`src/rtl/fan_seq_pkg.sv`:
```
package fan_seq_pkg;
  typedef enum logic [2:0] {
    ST_OFF     = 3'd0,
    ST_KICK_LO = 3'd1,
    ST_KICK_HI = 3'd2,
    ST_RUN     = 3'd3,
    ST_STOP    = 3'd4
  } seq_state_e;
endpackage

```
`src/rtl/fan_seq_timer.sv`:
```
module fan_seq_timer #(
  parameter int unsigned HALF_TICKS = 4,
  localparam int unsigned CW = (HALF_TICKS > 1) ? $clog2(HALF_TICKS) : 1
) (
  input  logic clk_i,
  input  logic rst_ni,
  input  logic clr_i,
  input  logic run_i,
  input  logic tick_i,
  output logic done_o
);
  logic [CW-1:0] cnt_q;
  logic          last;

  assign last   = (cnt_q == CW'(HALF_TICKS - 1));
  assign done_o = run_i && tick_i && last && !clr_i;

  always_ff @(posedge clk_i or negedge rst_ni) begin
    if (!rst_ni)                cnt_q <= '0;
    else if (clr_i)             cnt_q <= '0;
    else if (run_i && tick_i)   cnt_q <= last ? '0 : cnt_q + 1'b1;
  end

  // count only moves on a tick
  a_r11_count_holds: assert property (@(posedge clk_i) disable iff (!rst_ni)
    !tick_i && !clr_i |=> $stable(cnt_q));
endmodule

```
`src/rtl/fan_seq_ctrl.sv`:
```
module fan_seq_ctrl
  import fan_seq_pkg::*;
#(
  parameter int unsigned SPD_W = 3
) (
  input  logic             clk_i,
  input  logic             rst_ni,
  input  logic             wr_en_i,
  input  logic [SPD_W-1:0] wr_data_i,
  input  logic             half_done_i,
  output seq_state_e       state_o,
  output logic [SPD_W-1:0] speed_o,
  output logic             tmr_clr_o
);
  seq_state_e       state_q, state_d;
  logic [SPD_W-1:0] speed_q;
  logic             wr_zero, wr_nz;

  assign wr_zero = wr_en_i && (wr_data_i == '0);
  assign wr_nz   = wr_en_i && (wr_data_i != '0);

  always_comb begin
    state_d   = state_q;
    tmr_clr_o = 1'b0;
    unique case (state_q)
      ST_OFF: if (wr_nz) begin
        state_d = ST_KICK_LO; tmr_clr_o = 1'b1;
      end
      ST_KICK_LO: begin
        if (wr_zero) begin state_d = ST_STOP; tmr_clr_o = 1'b1; end
        else if (half_done_i) state_d = ST_KICK_HI;
      end
      ST_KICK_HI: begin
        if (wr_zero) begin state_d = ST_STOP; tmr_clr_o = 1'b1; end
        else if (half_done_i) state_d = ST_RUN;
      end
      ST_RUN: if (wr_zero) begin
        state_d = ST_STOP; tmr_clr_o = 1'b1;
      end
      ST_STOP: begin
        if (wr_nz) begin state_d = ST_KICK_LO; tmr_clr_o = 1'b1; end
        else if (half_done_i) state_d = ST_OFF;
      end
      default: state_d = ST_OFF;
    endcase
  end

  always_ff @(posedge clk_i or negedge rst_ni) begin
    if (!rst_ni) begin
      state_q <= ST_OFF;
      speed_q <= '0;
    end else begin
      state_q <= state_d;
      if (wr_en_i) speed_q <= wr_data_i;
    end
  end

  assign state_o = state_q;
  assign speed_o = speed_q;

  a_r2_kick_from_off: assert property (@(posedge clk_i) disable iff (!rst_ni)
    state_q == ST_OFF && wr_nz |=> state_q == ST_KICK_LO);
  a_r8_abort_kick: assert property (@(posedge clk_i) disable iff (!rst_ni)
    (state_q == ST_KICK_LO || state_q == ST_KICK_HI) && wr_zero |=> state_q == ST_STOP);
  a_r9_zero_when_off: assert property (@(posedge clk_i) disable iff (!rst_ni)
    state_q == ST_OFF && wr_zero |=> state_q == ST_OFF);
  a_r5_no_rekick: assert property (@(posedge clk_i) disable iff (!rst_ni)
    state_q == ST_RUN && wr_nz |=> state_q == ST_RUN && speed_q == $past(wr_data_i));
  a_r10_restart: assert property (@(posedge clk_i) disable iff (!rst_ni)
    state_q == ST_STOP && wr_nz |=> state_q == ST_KICK_LO);
endmodule

```
`src/rtl/fan_seq_drive.sv`:
```
module fan_seq_drive
  import fan_seq_pkg::*;
#(
  parameter int unsigned SPD_W = 3
) (
  input  logic             clk_i,
  input  logic             rst_ni,
  input  seq_state_e       state_i,
  input  logic [SPD_W-1:0] speed_i,
  output logic [SPD_W-1:0] fs_no,
  output logic             shdn_no,
  output logic             osc_en_o
);
  logic [SPD_W-1:0] hold_q;

  always_comb begin
    unique case (state_i)
      ST_KICK_LO: begin fs_no = '0;       shdn_no = 1'b0; osc_en_o = 1'b1; end
      ST_KICK_HI: begin fs_no = '0;       shdn_no = 1'b1; osc_en_o = 1'b1; end
      ST_RUN:     begin fs_no = ~speed_i; shdn_no = 1'b1; osc_en_o = 1'b0; end
      ST_STOP:    begin fs_no = hold_q;   shdn_no = 1'b0; osc_en_o = 1'b1; end
      default:    begin fs_no = '1;       shdn_no = 1'b0; osc_en_o = 1'b0; end
    endcase
  end

  // freeze speed lines at entry to shutdown
  always_ff @(posedge clk_i or negedge rst_ni) begin
    if (!rst_ni)                 hold_q <= '1;
    else if (state_i != ST_STOP) hold_q <= fs_no;
  end

  a_r3_shdn_after_fs: assert property (@(posedge clk_i) disable iff (!rst_ni)
    $rose(shdn_no) |-> fs_no == '0 && $past(fs_no) == '0);
  a_r7_fs_off_after_shdn: assert property (@(posedge clk_i) disable iff (!rst_ni)
    (fs_no == '1 && $past(fs_no) != '1) |-> !shdn_no && !$past(shdn_no));
  a_r4_osc_idle_in_run: assert property (@(posedge clk_i) disable iff (!rst_ni)
    shdn_no && fs_no != '0 |-> !osc_en_o);
endmodule

```
`src/rtl/fan_startup_seq.sv`:
```
module fan_startup_seq
  import fan_seq_pkg::*;
#(
  parameter int unsigned SPD_W       = 3,
  parameter int unsigned START_TICKS = 8,
  localparam int unsigned HALF_TICKS = (START_TICKS / 2 > 0) ? START_TICKS / 2 : 1
) (
  input  logic             clk_i,
  input  logic             rst_ni,
  input  logic             wr_en_i,
  input  logic [SPD_W-1:0] wr_data_i,
  input  logic             tick_i,
  output logic [SPD_W-1:0] fs_no,
  output logic             shdn_no,
  output logic             osc_en_o
);
  seq_state_e       state;
  logic [SPD_W-1:0] speed;
  logic             tmr_clr, half_done, osc_en;

  fan_seq_ctrl #(.SPD_W(SPD_W)) u_ctrl (
    .clk_i, .rst_ni, .wr_en_i, .wr_data_i,
    .half_done_i(half_done), .state_o(state), .speed_o(speed), .tmr_clr_o(tmr_clr)
  );

  fan_seq_timer #(.HALF_TICKS(HALF_TICKS)) u_timer (
    .clk_i, .rst_ni, .clr_i(tmr_clr), .run_i(osc_en), .tick_i, .done_o(half_done)
  );

  fan_seq_drive #(.SPD_W(SPD_W)) u_drive (
    .clk_i, .rst_ni, .state_i(state), .speed_i(speed),
    .fs_no, .shdn_no, .osc_en_o(osc_en)
  );

  assign osc_en_o = osc_en;

  a_r11_no_change_idle: assert property (@(posedge clk_i) disable iff (!rst_ni)
    !tick_i && !wr_en_i |=> $stable(fs_no) && $stable(shdn_no) && $stable(osc_en_o));
endmodule

```
`config.mk`:
```
export PLATFORM = sky130hd
export DESIGN_NAME = fan_startup_seq
export DESIGN_NICKNAME = d
export VERILOG_FILES = /design/src/rtl/fan_seq_pkg.sv /design/src/rtl/fan_seq_timer.sv /design/src/rtl/fan_seq_ctrl.sv /design/src/rtl/fan_seq_drive.sv /design/src/rtl/fan_startup_seq.sv
export SDC_FILE = /design/constraint.sdc
export NUM_CORES = 1
export LEC_CHECK = 0
export BUFFER_PORTS_ARGS = -buffer_cell sky130_fd_sc_hd__buf_4
export CORE_AREA = 5 5 42 44
export DETAILED_ROUTE_END_ITERATION = 6
export DIE_AREA = 0 0 47 49
export HOLD_SLACK_MARGIN = 0.06
export PLACE_DENSITY = 0.76
export SLEW_MARGIN = 5
export SYNTH_ARGS = -nofsm -noshare
export SYNTH_HDL_FRONTEND = slang
export SYNTH_SLANG_ARGS = --single-unit
```
`constraint.sdc`:
```
create_clock -name clk_i -period 1.6 [get_ports clk_i]
set_input_delay 0.32 -clock clk_i [delete_from_list [all_inputs] [get_ports clk_i]]
set_output_delay 0.32 -clock clk_i [all_outputs]
set_load 0.03 [all_outputs]
```
==> key figures <==
Run status
  • Outcome: finished, violations left
  • Failing checks: negative setup slack

Synth
  • Sequential-to-total area share from yosys stat: 43.1%
  • Synth Instances: 63
  • Proportion of synthesized area in mux cells: 6.77%
  • YS warnings: 0
  • Top cells by area, synth: dfrtp_1, dfstp_2, o22a_1
  • Post-synthesis simple-gate area fraction: 16.4%
  • Mean Syn Cell Area: 10.3 sq um
  • Synthesized net count: 71
  • Post-synthesis async set-or-reset flop share: 100%
  • Synth Area in XOR/XNOR: 1.35%
  • Complex-gate fraction of the synthesized area: 26.9%
  • Post-synth top flop: dfrtp_1
  • Synth unique cells: 31
  • Synth top area share: 30.9%
  • Number of enable-type register cells in the synthesized netlist: 0
  • Largest family of logic cells by synthesized area: compound AO/OA/AOI/OAI gates
  • Post-Synth Adder-Cell Area: 1.93%
  • Post-Syn Area: 647 sq um
  • Yosys reg bits: 11
  • Leading area contributor after synthesis: dfrtp_1

STA
  • FMAX: 570 MHz
  • Unrepaired setup endpoints after global routing: true
  • Final Hold Viols: 0
  • # setup viols final: 4
  • Hold Slack: 308 ps
  • Skew final: 2.79 ps
  • Final slew viol count: 0
  • Final period utilization: 110%
  • Setup slack after layout: -155 ps
  • Tmin final: 1760 ps
  • Relative slew slack: 73.8%
  • Slew of the pin with the lowest slew margin: 390 ps

Floorplan
  • DIE AREA: 0.00230 sq mm
  • IO Pins: 12
  • Cell row count: 14
  • Initial Util: 46.2%
  • Core box area: 0.00140 sq mm
  • Die height: 49 um
  • DIE WIDTH: 47 um

Clocking
  • Clk_lat worst skew: 260 ps
  • Number of H-tree levels: 1
  • CTS tree: yes
  • CTS clk-pin slew, worst paths: 70 ps
  • CTS root buf: clkbuf_4
  • Max clock buf depth: 2
  • Clock sink count: 11
  • Total clock buffers created by CTS: 3

Worst setup path
  • Worst reg2reg setup slack: 100 ps
  • CP cell instances: or3b_4 -> o22a_1 -> buf_6
  • Crit path capture type: output pin
  • Largest stage delay on the critical path: 420 ps
  • Req. time, crit path: 1280 ps
  • WP buf/inv: 1
  • Critical path destination: fs_no[0]
  • Reg-to-reg startpoint: u_ctrl.state_o[1]$_DFFE_PN0P_
  • Critical Path Start Type: register
  • Largest fanout on the critical path: 5
  • FF-to-FF path depth: 4
  • Crit Path Class: reg -> out
  • WP depth: 3
  • Critical path arrival: 1440 ps
  • Reg-to-Reg End: u_timer.cnt_q[1]$_DFFE_PN0P_
  • CP top delay family: simple AND/OR/NAND/NOR gates
  • Critical path origin: u_ctrl.state_o[1]$_DFFE_PN0P_
  • CP max stage cell: or3b_4

Power
  • Leak: 0.366 nW
  • Overall Power: 1.79 mW
  • PwrDens: 2130 mW/mm^2
  • Max IR drop VDD: 0.00114 V

Finish
  • # fillers: 129
  • Layout cells sized above 1: 42.5%
  • Diode count: 0
  • Reg area: 279 sq um
  • Most frequent cells in the layout: buf_4, dfrtp_1, o22a_1, nand2b_1, nor2_1
  • Final nets: 89
  • Area grow syn2layout: 30.0%
  • Multi-input logic area: 370 sq um
  • Commonest non-fill, non-tap cell in the layout: buf_4

Drt
  • Vias/cell: 5.80
  • Starting DRT DRC Count: 5
  • Drt wl/cell: 13.8 um
  • Total Routed Length: 1.32 mm
  • Pre-antenna DRT Iters: 4
  • Number of remaining DRC errors: 0
  • Via Count: 557
  • Remaining antenna violation count: 0

Place
  • GPL Wtd Cong: 0.741
  • Dpl ws: 71.0 ps
  • PortBufs: 11
  • DP HPWL: 994 um

Hold path
  • Min-Delay Path Class: in -> reg
  • Hold_sp: wr_data_i[2]

Global routing
  • First-pass GRT wire length: 2.19 mm
  • Initial antenna violation count: 0
  • Largest net degree at the start of global routing: 16
  • Number of global-route vias before repair: 522
  • Total GRT Usage: 12.8%
  • Overflow after GRT: 0

Job
  • Max-cap violations: 0
-- worst reg2reg max path: stages (launching register included) --
cell      delay (ps)
dfrtp_1          380
buf_4            200
o21a_1           230
or3_1            390
a211oi_2         220
-- cells by family (layout without fill, tap and decap cells) --
| group | Yosys count | after routing |
|---|---|---|
| adder cells (fa/ha/maj) | 1 | 1 |
| AO/OA/AOI/OAI | 23 | 23 |
| XOR/XNOR | 1 | 1 |
| AND/OR/NAND/NOR | 18 | 18 |
| multiplexers | 4 | 4 |
| flip-flops | 11 | 11 |
| buffers and inverters | 5 | 22 |
-- stage by stage --
stage | setup TNS (ps) | cells | util, % | area [sq um]
3_5_place_dp | 0 | 90 | 54.3 | 761
2_1_floorplan | 0 | 63 | - | 647
5_1_grt | -786 | 96 | 60.0 | 841
3_3_place_gp | 0 | 90 | 54.3 | 761
4_1_cts | -521 | 96 | 59.1 | 828
6_report | -500 | 96 | 60.0 | 841
-- area by class of cell --
cell class	count	area share, %
Clock buffer	4	3.13
Inverter	1	0.446
Sequential cell	11	33.2
Multi-Input combinational cell	47	44.0
Timing Repair Buffer	17	16.8
Tap cell	16	2.38
-- power by group --
group          switching, mW  leakage, nW  internal [mW]
Combinational          0.637        0.221          0.508
Clock                 0.0847       0.0150         0.0964
Sequential            0.0573        0.130          0.408
-- cell usage after synthesis, drive strengths merged, types with 2 or more instances --
library cell / instances
nor2b: 2
buf: 3
dfrtp: 8
mux2: 3
o21ai: 2
nor2: 4
dfstp: 3
a211oi: 2
a21oi: 4
o22ai: 2
o22a: 6
nand2b: 4
o31ai: 2
-- worst min-delay path by stage --
stage | end | slack, ps | cells after the start
after detailed placement | u_ctrl.speed_o[2]$_DFFE_PN0P_ | 160 | 1
after floorplan | u_ctrl.speed_o[0]$_DFFE_PN0P_ | 20 | 0
final | u_ctrl.speed_o[2]$_DFFE_PN0P_ | 310 | 2
after CTS | u_ctrl.speed_o[2]$_DFFE_PN0P_ | 300 | 2
after global routing | u_ctrl.speed_o[2]$_DFFE_PN0P_ | 300 | 2
after global placement | u_ctrl.speed_o[2]$_DFFE_PN0P_ | 160 | 1
-- what timing repair did --
action                     in CTS  in global routing
resized for setup               6                  3
setup buffers                   1                  0
hold endpoints to repair        8                  0
pin swaps                       1                  2
hold buffers                    1                  0
setup endpoints to repair       4                  4
-- sequential cells by signal (all words and copies together), names as in the netlist --
name	cells
u_drive.hold_q	3
u_timer.cnt_q	2
u_ctrl.speed_o	3
u_ctrl.state_o	3
-- metal layers --
| layer | vias to the layer above | track usage, % | part of all wire [%] |
|---|---|---|---|
| met4 | 0 | 5.53 | 1.1 |
| met2 | 17 | 20.8 | 52 |
| met5 | - | 0 | 0 |
| met1 | 269 | 15.3 | 41 |
| li1 | 268 | - | - |
| met3 | 3 | 3.32 | 5.3 |
No activity file was read; power rests on OpenSTA's default activity.
